**src/rtl/pws_pkg.sv**
```systemverilog
package pws_pkg;

    typedef enum logic [2:0] {
        PS_IDLE,
        PS_FILL,
        PS_DROP,
        PS_WAIT,
        PS_PROG,
        PS_DONE
    } pws_state_e;

endpackage

```
**src/rtl/pws_busy_timer.sv**
```systemverilog
module pws_busy_timer #(
    parameter int CYCLES = 500000,
    parameter int TW     = $clog2(CYCLES + 1)
) (
    input  logic clk,
    input  logic rst_n,
    input  logic load,
    output logic zero
);

    logic [TW-1:0] cnt_d, cnt_q;

    always_comb begin
        cnt_d = cnt_q;
        if (load) begin
            cnt_d = TW'(CYCLES - 1);
        end else if (cnt_q != '0) begin
            cnt_d = cnt_q - 1'b1;
        end
    end

    always_ff @(posedge clk or negedge rst_n) begin
        if (!rst_n) cnt_q <= '0;
        else        cnt_q <= cnt_d;
    end

    assign zero = (cnt_q == '0);

endmodule

```
**src/rtl/pws_page_buf.sv**
```systemverilog
module pws_page_buf #(
    parameter int PB = 6,
    parameter int DW = 8
) (
    input  logic          clk,
    input  logic          rst_n,
    input  logic          clr,
    input  logic          wr_en,
    input  logic [PB-1:0] wr_idx,
    input  logic [DW-1:0] wr_data,
    input  logic          wr_keep,
    input  logic [PB-1:0] rd_idx,
    output logic [DW-1:0] rd_data,
    output logic          rd_keep
);

    localparam int PAGE = 1 << PB;

    logic [DW-1:0]   dat_q [PAGE];
    logic [PAGE-1:0] keep_q;

    genvar s;
    generate
        for (s = 0; s < PAGE; s++) begin : g_slot
            logic          hit;
            logic [DW-1:0] dat_d;
            logic          keep_d;

            assign hit = wr_en && (wr_idx == PB'(s));

            always_comb begin
                dat_d  = dat_q[s];
                keep_d = clr ? 1'b0 : keep_q[s];
                if (hit) begin
                    dat_d  = wr_data;
                    keep_d = wr_keep;
                end
            end

            always_ff @(posedge clk or negedge rst_n) begin
                if (!rst_n) begin
                    dat_q[s]  <= '0;
                    keep_q[s] <= 1'b0;
                end else begin
                    dat_q[s]  <= dat_d;
                    keep_q[s] <= keep_d;
                end
            end
        end
    endgenerate

    assign rd_data = dat_q[rd_idx];
    assign rd_keep = keep_q[rd_idx];

endmodule

```
**src/rtl/page_wr_seq.sv**
```systemverilog
module page_wr_seq
    import pws_pkg::*;
#(
    parameter int AW        = 15,
    parameter int PB        = 6,
    parameter int DW        = 8,
    parameter int WR_CYCLES = 500000
) (
    input  logic          clk,
    input  logic          rst_n,
    input  logic          cmd_valid,
    input  logic [AW-1:0] cmd_addr,
    input  logic          wel_i,
    input  logic          byte_valid,
    input  logic [DW-1:0] byte_data,
    input  logic          cs_rise,
    input  logic          partial_bits,
    output logic [AW-1:0] prot_addr,
    input  logic          prot_hit,
    output logic          busy,
    output logic          wel_clr,
    output logic          mem_we,
    output logic [AW-1:0] mem_addr,
    output logic [DW-1:0] mem_wdata
);

    localparam int PAGE = 1 << PB;
    localparam int HW   = AW - PB;
    localparam int TW   = $clog2(WR_CYCLES + 1);

    typedef struct packed {
        pws_state_e    st;
        logic [HW-1:0] base;
        logic [PB-1:0] off;
        logic          kept;
        logic [PB-1:0] idx;
    } ctl_t;

    ctl_t c_d, c_q;

    logic          buf_clr;
    logic          buf_wr;
    logic          tmr_load;
    logic          tmr_zero;
    logic [DW-1:0] rd_data;
    logic          rd_keep;
    logic          kept_now;

    pws_busy_timer #(
        .CYCLES (WR_CYCLES),
        .TW     (TW)
    ) u_timer (
        .clk   (clk),
        .rst_n (rst_n),
        .load  (tmr_load),
        .zero  (tmr_zero)
    );

    pws_page_buf #(
        .PB (PB),
        .DW (DW)
    ) u_buf (
        .clk     (clk),
        .rst_n   (rst_n),
        .clr     (buf_clr),
        .wr_en   (buf_wr),
        .wr_idx  (c_q.off),
        .wr_data (byte_data),
        .wr_keep (!prot_hit),
        .rd_idx  (c_q.idx),
        .rd_data (rd_data),
        .rd_keep (rd_keep)
    );

    always_comb begin
        c_d      = c_q;
        buf_clr  = 1'b0;
        buf_wr   = 1'b0;
        tmr_load = 1'b0;
        kept_now = c_q.kept;
        unique case (c_q.st)
            PS_IDLE: begin
                if (cmd_valid) begin
                    c_d.base = cmd_addr[AW-1:PB];
                    c_d.off  = cmd_addr[PB-1:0];
                    c_d.kept = 1'b0;
                    if (wel_i) begin
                        c_d.st  = PS_FILL;
                        buf_clr = 1'b1;
                    end else begin
                        c_d.st  = PS_DROP;
                    end
                end
            end
            PS_FILL: begin
                if (byte_valid) begin
                    buf_wr  = 1'b1;
                    c_d.off = c_q.off + 1'b1;
                    if (!prot_hit) kept_now = 1'b1;
                end
                c_d.kept = kept_now;
                if (cs_rise) begin
                    if (!partial_bits && kept_now) begin
                        c_d.st   = PS_WAIT;
                        tmr_load = 1'b1;
                    end else begin
                        c_d.st   = PS_IDLE;
                    end
                end
            end
            PS_DROP: begin
                if (cs_rise) c_d.st = PS_IDLE;
            end
            PS_WAIT: begin
                if (tmr_zero) begin
                    c_d.st  = PS_PROG;
                    c_d.idx = '0;
                end
            end
            PS_PROG: begin
                c_d.idx = c_q.idx + 1'b1;
                if (c_q.idx == PB'(PAGE - 1)) c_d.st = PS_DONE;
            end
            PS_DONE: begin
                c_d.st = PS_IDLE;
            end
            default: c_d.st = PS_IDLE;
        endcase
    end

    always_ff @(posedge clk or negedge rst_n) begin
        if (!rst_n) begin
            c_q.st   <= PS_IDLE;
            c_q.base <= '0;
            c_q.off  <= '0;
            c_q.kept <= 1'b0;
            c_q.idx  <= '0;
        end else begin
            c_q <= c_d;
        end
    end

    assign prot_addr = {c_q.base, c_q.off};
    assign busy      = (c_q.st == PS_WAIT) || (c_q.st == PS_PROG) || (c_q.st == PS_DONE);
    assign wel_clr   = (c_q.st == PS_DONE);
    assign mem_we    = (c_q.st == PS_PROG) && rd_keep;
    assign mem_addr  = {c_q.base, c_q.idx};
    assign mem_wdata = rd_data;

endmodule

```
**config.mk**
```make
export PLATFORM = sky130hd
export DESIGN_NAME = page_wr_seq
export DESIGN_NICKNAME = d
export VERILOG_FILES = /design/src/rtl/pws_pkg.sv /design/src/rtl/pws_busy_timer.sv /design/src/rtl/pws_page_buf.sv /design/src/rtl/page_wr_seq.sv
export SDC_FILE = /design/constraint.sdc
export NUM_CORES = 1
export LEC_CHECK = 0
export ABC_CLOCK_PERIOD_IN_PS = 8100
export BUFFER_PORTS_ARGS = -buffer_cell sky130_fd_sc_hd__buf_2
export CAP_MARGIN = 20
export CORE_MARGIN = 1
export CORE_UTILIZATION = 30
export CTS_CLUSTER_DIAMETER = 50
export CTS_CLUSTER_SIZE = 40
export DETAILED_ROUTE_END_ITERATION = 10
export PLACE_DENSITY = 0.48
export SYNTH_ARGS = -nofsm -noshare
export SYNTH_HDL_FRONTEND = slang
export SYNTH_SLANG_ARGS = --single-unit
```
**constraint.sdc**
```tcl
create_clock -name clk -period 8.1 [get_ports clk]
set_input_delay 1.62 -clock clk [delete_from_list [all_inputs] [get_ports clk]]
set_output_delay 1.62 -clock clk [all_outputs]
set_load 0.02 [all_outputs]
```
==> impl_metrics.env <==
export IMPL_synth_top_area_share=0.539
export IMPL_clockBufferDepth=3
export IMPL_final_util=0.346
export IMPL_grt_setup_unrepaired="no"
export IMPL_place_congestion=0.813
export IMPL_cts_buffers=77
export IMPL_synth_most_common_cell="dfrtp_1"
export IMPL_fin_setup_tns_ns=0
export IMPL_power_share_clock=0.358
export IMPL_drc=0
export IMPL_drt_iter0_drc=1199
export IMPL_power_switching_uw=2880
export IMPL_routedWlPerCell_um=24.0
export IMPL_r2r_cells=5
export IMPL_path_class="flip-flop to output pin"
export IMPL_cp_max_fo=89
export IMPL_yosysWarnings=0
export IMPL_dp_cells=3271
export IMPL_grt_pass1_wl_um=125000
export IMPL_path_clk_slew_ns=0.07
export IMPL_synth_edf_count=0
export IMPL_viasPerCell=5.20
export IMPL_io_pins=72
export IMPL_ctsHoldBuffers=0
export IMPL_synthTopCellsByArea="dfrtp_1 54%, mux2_2 19%, mux4_2 8.9%"
export IMPL_synth_nets=2115
export IMPL_root_buffer="clkbuf_16"
export IMPL_holdPathStages=1
export IMPL_hold_worst_slack_ns=0.490
export IMPL_cts_resized=0
export IMPL_critical_path_startpoint="mem_addr[1]$_DFFE_PN0P_"
export IMPL_die_height_um=312
export IMPL_dieArea_sq_um=97200
export IMPL_rr_startpoint="c_q[22]$_DFFE_PN0P_"
export IMPL_syn_area_per_cell_sq_um=13.9
export IMPL_p_sw_frac=0.299
export IMPL_cp_slowest_cell="dfrtp_4"
export IMPL_htree_levels=3
export IMPL_power_density_nw_per_um2=293
export IMPL_hold_viol_final=0
export IMPL_slew_headroom=0.228
export IMPL_finalNetCount=2123
export IMPL_post_route_period_util=0.760
export IMPL_ys_seq_area_frac=0.539
export IMPL_cp_required_ns=6.48
export IMPL_met3_usage=0.0359
export IMPL_syn_area_sq_um=28800
export IMPL_cp_depth=7
export IMPL_gr_total_overflow=0
export IMPL_postCtsSetupBuffers=0
export IMPL_core_rowCount=113
export IMPL_grt_total_usage=0.170
export IMPL_tightest_slew_ns=1.16
export IMPL_drt_pass1_iter_count=5
export IMPL_min_from="u_buf.dat_q[345]$_DFFE_PN0P_"
export IMPL_syn_inst=2078
export IMPL_fp_dieW_um=312
export IMPL_core_area_sq_um=95000
export IMPL_synth_distinct_cells=68
export IMPL_ys_async_sr_fraction=1.00
export IMPL_grt_pass1_vias=18400
export IMPL_slew_violations=0
export IMPL_drive_above_1_share=0.411
export IMPL_placed_cell_area_sq_um=30200
export IMPL_initial_core_util=0.303
export IMPL_critPathTopFamily="flip-flops"
export IMPL_p_leak_uw=0.0150
export IMPL_gr_usage_met2=0.271
export IMPL_seqPwrFrac=0.445
export IMPL_synth_commonest_cells="620 x dfrtp_1, 495 x mux2_2, 114 x mux4_2"
export IMPL_combPwrFrac=0.197
export IMPL_vias=17800
export IMPL_maxCapViolCount=0
export IMPL_busiest_layer="met2"
export IMPL_fin_area_sq_um=32800
export IMPL_portBuffers=71
export IMPL_p_int_uw=6750
export IMPL_syn2layout_area_growth_pct=14.0
export IMPL_crit_path_max_incr_delay_ns=0.94
export IMPL_grt_max_degree=175
export IMPL_dp_hpwl_um=52000
export IMPL_met1_usage=0.230
export IMPL_yosysTopAreaCell="dfrtp_1"
export IMPL_antenna_found_initial=2
export IMPL_synth_seq_cells=620
export IMPL_setup_violations=0
export IMPL_wl_um=82200
export IMPL_synth_top_flop_cell="dfrtp_1"
export IMPL_fmax_mhz=163
export IMPL_critPathCaptureType="output pin"
export IMPL_worstHoldPathType="flip-flop to flip-flop"
export IMPL_clkLatencyLatePin_ns=0.63
export IMPL_path_cells="buf_12, mux2i_1, o22ai_1, a211o_1, a31oi_1, nor3_1, buf_2"
export IMPL_layout_min_cycle_time_ns=6.15
export IMPL_status="complete, no violations"
export IMPL_peakVddDrop_uv=160
export IMPL_clock_sinks=620
export IMPL_ant_nets=0
export IMPL_cp_start_kind="flip-flop"
export IMPL_fin_worst_skew_ns=0.0266
export IMPL_final_cells=3417
export IMPL_cts_tree="built"
export IMPL_crit_buf_inv=2
export IMPL_cp_data_arrival_time_ns=4.53
## sequential cells by signal, summed over array words and instances, names as in the netlist
signal	flops
u_buf.dat_q	512
c_q	4
u_buf.keep_q	64
u_timer.cnt_q	19
mem_addr	15
prot_addr	6
## final cells by class
| cell class | instances | area [sq um] |
|---|---|---|
| Antenna cell | 1 | 2.50 |
| Clock buffer | 91 | 2040 |
| Clock inverter | 53 | 537 |
| Fill cell | 9222 | 62200 |
| Inverter | 17 | 63.8 |
| Multi-Input combinational cell | 1262 | 12400 |
| Sequential cell | 620 | 15500 |
| Tap cell | 1265 | 1580 |
| Timing Repair Buffer | 108 | 706 |
## power by group through the flow
stage                     Sequential [uW]  Clock [uW]  Combinational, uW
after detailed placement             4330           0               1920
after floorplan                      4150           0               1490
after CTS                            4270        3550               1920
final                                4280        3450               1900
after global placement               4290           0               1860
after global routing                 4370        3680               2060
## kinds of logic (layout without fill, tap and decap cells)
group / after synthesis / count (layout) / synth area share
adder cells (fa/ha/maj): 6 / 6 / 0.00261
flip-flops: 620 / 620 / 0.539
XOR/XNOR: 8 / 8 / 0.00243
AND/OR/NAND/NOR: 315 / 315 / 0.0565
buffers and inverters: 196 / 269 / 0.0312
AO/OA/AOI/OAI: 229 / 229 / 0.0511
other: 0 / 1 / 0
multiplexers: 704 / 704 / 0.317
## layout by cell type, fill, tap and decap left out, types with 46 or more instances in the layout
cell,count
clkbuf_16,77
o21ai_0,71
nand2_1,102
dfrtp_1,618
mux4_2,114
mux2i_1,62
mux2_2,495
buf_2,70
nor2_1,46
nand3_1,73
## metal layers
metal	wire, um	share of wire
met5	13	0.00016
met4	2410	0.029
met3	4690	0.057
met2	38600	0.47
met1	36400	0.44
## final timing paths
path                                                      to  slack [ns]
worst max-delay path                            mem_wdata[4]        1.95
worst min-delay path            u_buf.dat_q[345]$_DFFE_PN0P_        0.49
worst max register to register   u_buf.dat_q[87]$_DFFE_PN0P_        4.95
worst min register to register  u_buf.dat_q[345]$_DFFE_PN0P_        0.49
max in group asynchronous            mem_addr[1]$_DFFE_PN0P_        5.18
min in group asynchronous       u_buf.dat_q[251]$_DFFE_PN0P_        1.10
## per-stage QoR
step                      power (uW)  setup WS (ns)
after CTS                       9750           1.93
after floorplan                 5640           4.07
after detailed placement        6240           2.63
final                           9620           1.95
after global placement          6150           2.28
after global routing           10100           1.86
No activity file was read; power rests on OpenSTA's default activity.
